==> src/rtl/xbp_pkg.sv <==
package xbp_pkg;

   // Width of an index able to address n distinct items (at least one bit).
   function automatic int unsigned idx_w(input int unsigned n);
      return (n < 2) ? 1 : $clog2(n);
   endfunction

   // Queue implementation chosen from the requested depth.
   typedef enum logic [0:0] {
      QK_SINGLE = 1'b0,
      QK_RING   = 1'b1
   } queue_kind_e;

   function automatic queue_kind_e pick_queue_kind(input int unsigned depth);
      return (depth == 1) ? QK_SINGLE : QK_RING;
   endfunction

endpackage

==> src/rtl/xbp_pair_fifo.sv <==
module xbp_pair_fifo
   import xbp_pkg::*;
#(
   parameter int unsigned W     = 16,
   parameter int unsigned DEPTH = 2,
   localparam int unsigned CW   = idx_w(DEPTH + 1)
) (
   input  logic          clk,
   input  logic          rst_n,
   input  logic          push,
   input  logic [W-1:0]  push_data,
   input  logic          pop,
   output logic [W-1:0]  head,
   output logic [CW-1:0] occ
);

   localparam queue_kind_e KIND = pick_queue_kind(DEPTH);

   generate
      if (KIND == QK_SINGLE) begin : g_single
         logic [W-1:0] slot_q;
         logic         full_q;

         always_ff @(posedge clk) begin
            if (!rst_n) begin
               full_q <= 1'b0;
            end else if (push) begin
               full_q <= 1'b1;
            end else if (pop) begin
               full_q <= 1'b0;
            end
         end

         always_ff @(posedge clk) begin
            if (push) begin
               slot_q <= push_data;
            end
         end

         assign head = slot_q;
         assign occ  = CW'(full_q);
      end else begin : g_ring
         localparam int unsigned PW = idx_w(DEPTH);
         localparam logic [PW-1:0] LAST = PW'(DEPTH - 1);

         logic [W-1:0]  store_q [DEPTH];
         logic [PW-1:0] wr_q;
         logic [PW-1:0] rd_q;
         logic [CW-1:0] cnt_q;

         function automatic logic [PW-1:0] step(input logic [PW-1:0] p);
            return (p == LAST) ? '0 : p + PW'(1);
         endfunction

         always_ff @(posedge clk) begin
            if (!rst_n) begin
               wr_q  <= '0;
               rd_q  <= '0;
               cnt_q <= '0;
            end else begin
               if (push) begin
                  wr_q <= step(wr_q);
               end
               if (pop) begin
                  rd_q <= step(rd_q);
               end
               case ({push, pop})
                  2'b10:   cnt_q <= cnt_q + CW'(1);
                  2'b01:   cnt_q <= cnt_q - CW'(1);
                  default: cnt_q <= cnt_q;
               endcase
            end
         end

         always_ff @(posedge clk) begin
            if (push) begin
               store_q[wr_q] <= push_data;
            end
         end

         assign head = store_q[rd_q];
         assign occ  = cnt_q;
      end
   endgenerate

endmodule

==> src/rtl/xbp_rr_pick.sv <==
module xbp_rr_pick
   import xbp_pkg::*;
#(
   parameter int unsigned N  = 8,
   localparam int unsigned IW = idx_w(N)
) (
   input  logic [N-1:0]  req,
   input  logic [IW-1:0] start,
   output logic          any,
   output logic [IW-1:0] win
);

   // Scan from the highest offset down so the lowest offset from start wins.
   always_comb begin
      any = 1'b0;
      win = '0;
      for (int k = N - 1; k >= 0; k--) begin
         int t;
         t = int'(start) + k;
         if (t >= int'(N)) begin
            t = t - int'(N);
         end
         if (req[t]) begin
            any = 1'b1;
            win = IW'(t);
         end
      end
   end

endmodule

==> src/rtl/xbp_dest_lane.sv <==
module xbp_dest_lane
   import xbp_pkg::*;
#(
   parameter int unsigned N_SRC = 8,
   parameter int unsigned W     = 16,
   parameter int unsigned DEPTH = 2,
   localparam int unsigned SW   = idx_w(N_SRC),
   localparam int unsigned CW   = idx_w(DEPTH + 1)
) (
   input  logic                       clk,
   input  logic                       rst_n,
   input  logic [N_SRC-1:0][CW-1:0]   occ,
   input  logic [N_SRC-1:0][W-1:0]    head,
   output logic [N_SRC-1:0]           pop,
   output logic                       out_v,
   output logic [SW-1:0]              out_src,
   output logic [W-1:0]               out_data
);

   localparam logic [SW-1:0] TOP_SRC = SW'(N_SRC - 1);

   logic [N_SRC-1:0] avail;
   logic             pick_any;
   logic [SW-1:0]    pick_win;
   logic             gnt_v_q;
   logic [SW-1:0]    gnt_src_q;
   logic [SW-1:0]    ptr_q;

   // Arbitrate stage: an entry already granted but not yet popped is not
   // offered again, so a source needs a second entry to win twice in a row.
   always_comb begin
      for (int s = 0; s < N_SRC; s++) begin
         if (gnt_v_q && (gnt_src_q == SW'(s))) begin
            avail[s] = (occ[s] > CW'(1));
         end else begin
            avail[s] = (occ[s] != '0);
         end
      end
   end

   xbp_rr_pick #(.N(N_SRC)) u_pick (
      .req   (avail),
      .start (ptr_q),
      .any   (pick_any),
      .win   (pick_win)
   );

   always_ff @(posedge clk) begin
      if (!rst_n) begin
         gnt_v_q   <= 1'b0;
         gnt_src_q <= '0;
         ptr_q     <= '0;
      end else begin
         gnt_v_q <= pick_any;
         if (pick_any) begin
            gnt_src_q <= pick_win;
            ptr_q     <= (pick_win == TOP_SRC) ? '0 : pick_win + SW'(1);
         end
      end
   end

   // Select stage: the granted head is muxed out and its queue is popped.
   always_comb begin
      for (int s = 0; s < N_SRC; s++) begin
         pop[s] = gnt_v_q && (gnt_src_q == SW'(s));
      end
   end

   // Transmit stage: destination output register.
   always_ff @(posedge clk) begin
      if (!rst_n) begin
         out_v   <= 1'b0;
         out_src <= '0;
      end else begin
         out_v <= gnt_v_q;
         if (gnt_v_q) begin
            out_src <= gnt_src_q;
         end
      end
   end

   always_ff @(posedge clk) begin
      if (gnt_v_q) begin
         out_data <= head[gnt_src_q];
      end
   end

endmodule

==> src/rtl/xbp_crossbar.sv <==
module xbp_crossbar
   import xbp_pkg::*;
#(
   parameter int unsigned N_SRC = 8,
   parameter int unsigned N_DST = 9,
   parameter int unsigned DEPTH = 2,
   parameter int unsigned PAY_W = 16,
   parameter int unsigned DW    = 4,
   localparam int unsigned SW   = idx_w(N_SRC),
   localparam int unsigned CW   = idx_w(DEPTH + 1),
   localparam int unsigned NP   = N_SRC * N_DST
) (
   input  logic                    clk,
   input  logic                    rst_n,
   input  logic [N_SRC-1:0]        src_valid,
   input  logic [N_SRC*DW-1:0]     src_dest,
   input  logic [N_SRC*PAY_W-1:0]  src_payload,
   output logic [NP-1:0]           src_ready,
   output logic [N_DST-1:0]        dst_valid,
   output logic [N_DST*SW-1:0]     dst_src,
   output logic [N_DST*PAY_W-1:0]  dst_payload
);

   if (N_SRC < 2) begin : g_chk_src
      $error("xbp_crossbar: N_SRC must be at least 2");
   end
   if (N_DST < 1) begin : g_chk_dst
      $error("xbp_crossbar: N_DST must be at least 1");
   end
   if (DEPTH < 1) begin : g_chk_depth
      $error("xbp_crossbar: DEPTH must be at least 1");
   end
   if (PAY_W < 1) begin : g_chk_pay
      $error("xbp_crossbar: PAY_W must be at least 1");
   end
   if ((2 ** DW) < N_DST) begin : g_chk_dw
      $error("xbp_crossbar: DW too narrow for N_DST");
   end

   logic [N_DST-1:0][N_SRC-1:0][CW-1:0]    occ;
   logic [N_DST-1:0][N_SRC-1:0][PAY_W-1:0] head;
   logic [N_DST-1:0][N_SRC-1:0]            pop;

   // Request stage: one queue per source/destination pair.
   for (genvar d = 0; d < N_DST; d++) begin : g_dst
      for (genvar s = 0; s < N_SRC; s++) begin : g_src
         logic room;
         logic push;

         assign room = (occ[d][s] < CW'(DEPTH));
         assign push = src_valid[s] && (src_dest[s*DW +: DW] == DW'(d)) && room;
         assign src_ready[s*N_DST + d] = room;

         xbp_pair_fifo #(.W(PAY_W), .DEPTH(DEPTH)) u_q (
            .clk       (clk),
            .rst_n     (rst_n),
            .push      (push),
            .push_data (src_payload[s*PAY_W +: PAY_W]),
            .pop       (pop[d][s]),
            .head      (head[d][s]),
            .occ       (occ[d][s])
         );
      end

      // Arbitrate, select and transmit stages for this destination.
      xbp_dest_lane #(.N_SRC(N_SRC), .W(PAY_W), .DEPTH(DEPTH)) u_lane (
         .clk      (clk),
         .rst_n    (rst_n),
         .occ      (occ[d]),
         .head     (head[d]),
         .pop      (pop[d]),
         .out_v    (dst_valid[d]),
         .out_src  (dst_src[d*SW +: SW]),
         .out_data (dst_payload[d*PAY_W +: PAY_W])
      );
   end

endmodule

==> config.mk <==
export PLATFORM = sky130hd
export DESIGN_NAME = xbp_crossbar
export DESIGN_NICKNAME = d
export VERILOG_FILES = /design/src/rtl/xbp_pkg.sv /design/src/rtl/xbp_pair_fifo.sv /design/src/rtl/xbp_rr_pick.sv /design/src/rtl/xbp_dest_lane.sv /design/src/rtl/xbp_crossbar.sv
export SDC_FILE = /design/constraint.sdc
export NUM_CORES = 2
export LEC_CHECK = 0
export BUFFER_PORTS_ARGS = -buffer_cell sky130_fd_sc_hd__buf_2
export CORE_MARGIN = 2
export CORE_UTILIZATION = 54
export CTS_CLUSTER_SIZE = 8
export DETAILED_ROUTE_END_ITERATION = 8
export GPL_TIMING_DRIVEN = 0
export PLACE_DENSITY = 0.7
export SLEW_MARGIN = 15
export SYNTH_ARGS = -nofsm -noshare
export SYNTH_HDL_FRONTEND = slang
export SYNTH_SLANG_ARGS = --single-unit
==> constraint.sdc <==
create_clock -name clk -period 12.1 [get_ports clk]
set_input_delay 1.21 -clock clk [delete_from_list [all_inputs] [get_ports clk]]
set_output_delay 1.21 -clock clk [all_outputs]
set_load 0.01 [all_outputs]
### Word-level counts from Yosys, hierarchy flattened

Memory sizes are Yosys's and may differ from the RTL's. A register that Yosys moved wholly into a read port is not among the register bits.
Cells that the tools add are included.

* bits in registers: 531
* RAM bits: 2304
* input port bits: 170
* output and inout bits: 252
* word-level logic and storage cells: 2763
* memories kept: 72

* add/sub/neg operators: 432
* order comparisons: 297
* eq/ne operators: 280
* multiplexer cells: 1035
* reductions and logical operators: 377

Memory list
* g_dst[0].g_src[0].u_q.g_ring.store_q: depth 2, width 16, read ports 1, clocked after memory_dff 1, wr ports 1, RTL line xbp_pair_fifo.sv:46 `logic [W-1:0] store_q [DEPTH];`
* g_dst[0].g_src[1].u_q.g_ring.store_q: depth 2, width 16, read ports 1, clocked after memory_dff 1, wr ports 1, RTL line xbp_pair_fifo.sv:46
* g_dst[0].g_src[2].u_q.g_ring.store_q: depth 2, width 16, read ports 1, clocked after memory_dff 1, wr ports 1, RTL line xbp_pair_fifo.sv:46
* g_dst[0].g_src[3].u_q.g_ring.store_q: depth 2, width 16, read ports 1, clocked after memory_dff 1, wr ports 1, RTL line xbp_pair_fifo.sv:46
* g_dst[0].g_src[4].u_q.g_ring.store_q: depth 2, width 16, read ports 1, clocked after memory_dff 1, wr ports 1, RTL line xbp_pair_fifo.sv:46
* g_dst[0].g_src[5].u_q.g_ring.store_q: depth 2, width 16, read ports 1, clocked after memory_dff 1, wr ports 1, RTL line xbp_pair_fifo.sv:46
* +66 memories

Operator list (number)
* less-than comparator 32 x 5 -> 1 bit, second input constant: 72
* two-way mux 32 bit: 72
* two-way mux 1 bit: 720
* binary-select mux 16 bit (select 3 bit): 9
* >= comparator 32 x 5 -> 1 bit, second input constant: 9
* one-hot mux 2 bit (2 select lines): 72
* nonzero test 2 bit: 144
* subtractor 32 x 5 -> 32 bit, second input constant: 9
* subtractor 4 x 4 -> 5 bit, second input constant: 54
* two-way mux 3 bit: 81
* binary-select mux 1 bit (select 3 bit): 72
* >= comparator 4 bit, second input constant: 54
* logical AND 1 bit: 216
* adder 1 bit, second input constant: 144
* adder 2 x 1 -> 2 bit, second input constant: 72
* adder 3 x 3 -> 4 bit, second input constant: 36
* equality test 2 x 1 -> 1 bit, second input constant: 72
* equality test 2 bit, second input constant: 72
* > comparator 2 x 1 -> 1 bit, second input constant: 72
* less-than comparator 2 bit, second input constant: 72
* two-way mux 16 bit: 9
* subtractor 2 x 1 -> 2 bit, second input constant: 72
* equality test 3 bit, second input constant: 45
* equality test 4 x 3 -> 1 bit, second input constant: 32
* other kinds (13): 139

### Depth between registers and ports, before layout

* word-level depth: 16
* mapped depth: 16
* mapped depth without buffers: 15

### Cells and area by module

A second synthesis with hierarchy kept.

* cells, all modules: 7909
* area, all modules: 125939.5 um^2

By module, submodules not included
* xbp_pair_fifo: instances 72, cells an instance 70, area each 1357.6 um^2, seq. area each 1061.0 um^2
* xbp_dest_lane: instances 9, cells an instance 198, area each 2159.6 um^2, seq. area each 700.7 um^2
* xbp_rr_pick at g_dst[0].u_lane.u_pick ...: instances 8, cells an instance 90, area each 782.0 um^2, seq. area each 0.0 um^2
* xbp_crossbar: instances 1, cells an instance 272, area each 1614.0 um^2, seq. area each 0.0 um^2
* xbp_rr_pick at g_dst[8].u_lane.u_pick: instances 1, cells an instance 95, area each 889.6 um^2, seq. area each 0.0 um^2

### Worst setup path after synthesis

OpenSTA, ideal clock, no wires.

* kind: reg2reg
* start point: register g_dst[6].u_lane.gnt_v_q
* end point: register g_dst[6].u_lane.ptr_q[2]
* library setup time: 0.062 ns
* arrival: 3.937 ns
* data required time: 12.038 ns
* path slack: 8.101 ns
* stages on the path, launching flop included: 16
* path buffers: 2
* period minus slack after synthesis: 3.999 ns
* cells stage by stage: dfxtp_1 > buf_2 > nor4bb_1 > clkbuf_1 > mux2i_1 > mux2i_1 > mux4_2 > nor4b_2 > nor2b_1 > a2111oi_0 > o311ai_1 > nand2_1 > ha_1 > nand3_1 > or3b_2 > nand3_1

* cells in the longest elaborated chain, start to end: 15
* elaborated cells between the ends (all ways): 59
* classes of those cells: add/sub (1); eq/ne (1); mux (49); reduce/logical (8)

RTL lines
* start: declaration: RTL line xbp_dest_lane.sv:25 `logic gnt_v_q;`
* start signal: assignment: RTL line xbp_dest_lane.sv:54 `gnt_v_q <= pick_any;`
* logical AND 1 bit *
* named net g_dst[6].g_src[2].u_q.pop: RTL line xbp_pair_fifo.sv:12 `input logic pop,`
* two-way mux 1 bit *: RTL line xbp_dest_lane.sv:33 `if (gnt_v_q && (gnt_src_q == SW'(s))) begin`
* binary-select mux 1 bit (select 3 bit): RTL line xbp_rr_pick.sv:23 `if (req[t]) begin`
* two-way mux 1 bit (implied by the code) (2 in series): RTL line xbp_rr_pick.sv:23
* two-way mux 3 bit (7 in series): RTL line xbp_rr_pick.sv:23
* two-way mux 3 bit *: RTL line xbp_rr_pick.sv:23
* named net g_dst[6].u_lane.pick_win[1]: RTL line xbp_dest_lane.sv:24 `logic [SW-1:0] pick_win;`
* adder 3 x 1 -> 3 bit / equality test 3 bit (equally long branches): RTL line xbp_dest_lane.sv:57 `ptr_q <= (pick_win == TOP_SRC) ? '0 : pick_win + SW'(1);`
* two-way mux 3 bit *: RTL line xbp_dest_lane.sv:57
* end signal: assignment: RTL line xbp_dest_lane.sv:57
* end: declaration: RTL line xbp_dest_lane.sv:27 `logic [SW-1:0] ptr_q;`

The timed path passes the listed nets; every way through them passes the cells marked *. The select of a mux whose other input is x is not followed.
A chain may end at the register's enable or synchronous reset.

### Worst setup path after layout

* start point: register g_dst[6].u_lane.gnt_v_q
* end point: register g_dst[6].u_lane.ptr_q[2]

* cells in the longest elaborated chain, start to end: 15
* elaborated cells between the ends (all ways): 59
* classes of those cells: add/sub (1); eq/ne (1); mux (49); reduce/logical (8)

RTL lines (RTL line)
* logical AND 1 bit *
* named net g_dst[6].g_src[4].u_q.pop: xbp_pair_fifo.sv:12
* two-way mux 1 bit *: xbp_dest_lane.sv:33
* binary-select mux 1 bit (select 3 bit): xbp_rr_pick.sv:23
* two-way mux 1 bit (implied by the code) (2 in series): xbp_rr_pick.sv:23
* two-way mux 3 bit (7 in series): xbp_rr_pick.sv:23
* two-way mux 3 bit *: xbp_rr_pick.sv:23
* named net g_dst[6].u_lane.pick_win[1]: xbp_dest_lane.sv:24
* adder 3 x 1 -> 3 bit / equality test 3 bit (equally long branches): xbp_dest_lane.sv:57
* two-way mux 3 bit *: xbp_dest_lane.sv:57

Marked as above.

==> flow_metrics.env <==
export IMPL_yosys_register_bits=2907
export IMPL_final_hold_viol_count=0
export IMPL_stdcell_area_um2=144000
export IMPL_netlist_top_cells_area="edfxtp_1 59%, mux2i_1 12%, dfxtp_1 7.4%"
export IMPL_cts_setup_buffers=0
export IMPL_synth_fp_nets=8180
export IMPL_dieArea_um2=235000
export IMPL_critPathCaptureType="flop"
export IMPL_grt_max_degree=20
export IMPL_antenna_found_initial=76
export IMPL_place_gp_congestion=0.974
export IMPL_wire_per_inst_um=36.9
export IMPL_cp_start_kind="flop"
export IMPL_synthToLayoutAreaGrowth_pct=15.8
export IMPL_ys_types=95
export IMPL_syn_inst=7760
export IMPL_yosys_area_share_simple_pct=4.56
export IMPL_fp_dieH_um=484
export IMPL_final_layout_size_suffix_gt1_share_pct=20.2
export IMPL_synth_ff_type="edfxtp_1"
export IMPL_cap_violations=0
export IMPL_rsz0062_at_grt="false"
export IMPL_drt_iter0_drc=12300
export IMPL_via_count=76800
export IMPL_slowest_stage="dfxtp_1"
export IMPL_fmax_ghz=0.189
export IMPL_leakage_nw=47.6
export IMPL_finalCritPeriodShare_pct=43.6
export IMPL_cts_root_buffer="clkbuf_16"
export IMPL_pwr_share_comb_pct=26.2
export IMPL_synth_largest_area_cell="edfxtp_1"
export IMPL_ys_async_sr_fraction_pct=0
export IMPL_p_total_mw=30.3
export IMPL_tns_ps=0
export IMPL_synth_compound_area_share_pct=2.17
export IMPL_p_seq_share_pct=39.4
export IMPL_grt_pass1_vias=75000
export IMPL_synth_top_family_by_area="multiplexers"
export IMPL_switching_power_mw=9.57
export IMPL_internal_power_mw=20.8
export IMPL_avgSynthCellArea_um2=16.1
export IMPL_gr_total_overflow=0
export IMPL_portBuffers=420
export IMPL_cts_inserted_buffers=415
export IMPL_cts_max_level=5
export IMPL_cellPowerDensity_nw_per_um2=210
export IMPL_start_util_pct=54.3
export IMPL_synth_seq_area_share_pct=66.4
export IMPL_grt_first_pass_wirelength_mm=595
export IMPL_hold_buffers=0
export IMPL_whs_ps=487
export IMPL_crit_fanout=19
export IMPL_fin_crit_ps=5280
export IMPL_cts_buffer_depth=4
export IMPL_n_fill_cell=16400
export IMPL_skew_ps=64.5
export IMPL_ant_nets=0
export IMPL_finalSetupViolations=0
export IMPL_critPathKind="flop to flop"
export IMPL_cts_sinks=2907
export IMPL_swShare_pct=31.5
export IMPL_power_frac_clock_pct=34.4
export IMPL_critical_path_arrival_ps=6180
export IMPL_synthMuxAreaShare_pct=19.5
export IMPL_cts_resized=0
export IMPL_vias_per_cell=6.40
export IMPL_drc=0
export IMPL_synth_warnings=0
export IMPL_finalWirelength_mm=443
export IMPL_first_pass_iters=6
export IMPL_crit_chain="buf_2 -> nor4bb_1 -> clkbuf_1 -> mux2i_1 -> mux2i_1 -> mux4_2 -> nor4b_2 -> nor2b_1 -> a2111oi_0 -> o311ai_1 -> nand2_1 -> ha_1 -> nand3_1 -> or3b_2 -> nand3_1"
export IMPL_tritoncts="done"
export IMPL_synthAdderAreaFrac_pct=2.51
export IMPL_slew_viol_final=0
export IMPL_worst_hold_path_type="flop to flop"
export IMPL_ios=422
export IMPL_grt_util_all_layers_pct=37.3
export IMPL_synth_area_um2=125000
export IMPL_peakVddDrop_mv=0.146
export IMPL_worst_pin_slew_ps=1400
export IMPL_synth_edf_count=2448
export IMPL_yosys_top_cells_count="2448 x edfxtp_1, 1469 x mux2i_1, 670 x nor2_1, 459 x dfxtp_1, 380 x mux4_2"
export IMPL_clk_pin_slew_ps=50
export IMPL_required_ps=13000
export IMPL_slowest_delay_ps=950
export IMPL_num_rows=176
export IMPL_synth_top_area_share_pct=59.0
export IMPL_status="finished, final reports clean"
export IMPL_hpwl_mm=310
export IMPL_die_x_um=484
export IMPL_clock_latency_ps=1010
export IMPL_nets=9152
export IMPL_synthXorXnorAreaFrac_pct=2.14
export IMPL_slew_headroom_pct=6.67
export IMPL_core_area_um2=230000
export IMPL_dpl_cell_area_um2=133000
export IMPL_synth_most_common_cell="edfxtp_1"
## power groups by stage
stage               sequential [mW]  clock, mW  combinational (mW)
detailed placement             12.1          0                7.77
global route                   12.0       10.9                8.28
CTS                            11.9       10.5                7.80
floorplan                      12.1          0                4.68
global placement               12.1          0                7.62
finish                         12.0       10.4                7.94
## through the flow
stage | utilization [%] | cells | worst slack, ps
2_1_floorplan | - | 7760 | 8100
3_3_place_gp | 56.8 | 11200 | 6740
3_5_place_dp | 57.8 | 11300 | 6820
4_1_cts | 62.8 | 12000 | 6790
5_1_grt | 62.8 | 12000 | 6330
6_report | 62.8 | 12000 | 6820
## routing by layer
| layer | global-route usage [%] | vias up | part of all wire [%] |
|---|---|---|---|
| met1 | 48.1 | 38900 | 35 |
| met5 | 0 | - | 0.066 |
| met4 | 26.6 | 18 | 8.3 |
| met3 | 10.9 | 974 | 14 |
| li1 | - | 31400 | - |
| met2 | 54.3 | 5503 | 43 |
## worst max-delay path, delay by kind of cell, from the launching register on
| kind | cells | cell delay, ps |
|---|---|---|
| mux | 3 | 1220 |
| fa+ha+maj | 1 | 180 |
| flops | 1 | 950 |
| buf+inv | 2 | 880 |
| compound gates | 2 | 640 |
| simple gates | 7 | 1320 |
## logic make-up (layout without fill, tap and decap cells)
logic type / Yosys count / count (layout)
compound gates: 385 / 385
xor+xnor: 304 / 304
fa+ha+maj: 250 / 250
buf+inv: 816 / 2016
flops: 2907 / 2907
mux: 1937 / 1937
other cells: 0 / 14
simple gates: 1161 / 1161
## final timing paths
kind / to / depth (start not counted) / slack, ps / start
min: flop / 2 / 490 / g_dst[7].g_src[6].u_q.g_ring.rd_q$_SDFFE_PN0N_
min reg2reg: flop / 2 / 490 / g_dst[7].g_src[6].u_q.g_ring.rd_q$_SDFFE_PN0N_
max: g_dst[6].u_lane.ptr_q[2]$_SDFFE_PN0P_ / 15 / 6820 / g_dst[6].u_lane.gnt_v_q$_SDFF_PN0_
max reg2reg: g_dst[6].u_lane.ptr_q[2]$_SDFFE_PN0P_ / 15 / 6820 / g_dst[6].u_lane.gnt_v_q$_SDFF_PN0_
## state kept, by name, summed over array words and instances (netlist names), named ones only
register	flops
g_dst.u_lane.gnt_v_q	9
g_dst.u_lane.out_v	9
g_dst.g_src.u_q.g_ring.store_q	2304
g_dst.u_lane.out_data	144
g_dst.g_src.u_q.occ	144
g_dst.u_lane.ptr_q	27
g_dst.u_lane.gnt_src_q	27
g_dst.g_src.u_q.g_ring.wr_q	72
g_dst.u_lane.out_src	27
g_dst.g_src.u_q.g_ring.rd_q	72
## cell type report
cell class	count	area, um2	share of cell area, %
sequential	2907	82700	57.3
tap	3026	3790	2.62
buffer	501	2310	1.60
inverter	315	1180	0.819
clock inverter	14	184	0.127
multi-input combinational	4037	38800	26.9
antenna	14	35.0	0.0243
clock buffer	631	11300	7.82
timing repair buffer	555	3980	2.76
## layout by cell type (no fill, tap or decap), types with 13 or more instances in the layout
cell,netlist,final
buf_8,0,86
mux2_2,78,78
xnor2_1,117,117
a31oi_1,13,13
buf_2,42,481
dfxtp_1,459,454
mux4_2,380,380
o21ai_0,44,44
nand2_1,119,119
nand4_1,17,17
nand2b_1,94,94
clkbuf_1,325,524
nand3_1,19,19
xor2_1,187,187
nand4b_1,25,25
nand3b_1,14,14
o21ai_1,13,13
clkbuf_16,0,418
or3_1,25,25
or4_1,18,18
nor2_1,670,539
buf_1,45,26
nor4bb_1,20,20
ha_1,250,250
inv_1,297,297
diode_2,0,14
buf_6,2,48
o31ai_1,19,19
nor3_1,25,21
edfxtp_1,2448,2448
mux2i_1,1469,1469
buf_4,87,87
a211oi_1,84,84
and2_1,31,31
nor2_2,1,132
a21oi_1,67,67
o211ai_1,19,19
No activity file was read; power rests on OpenSTA's default activity.
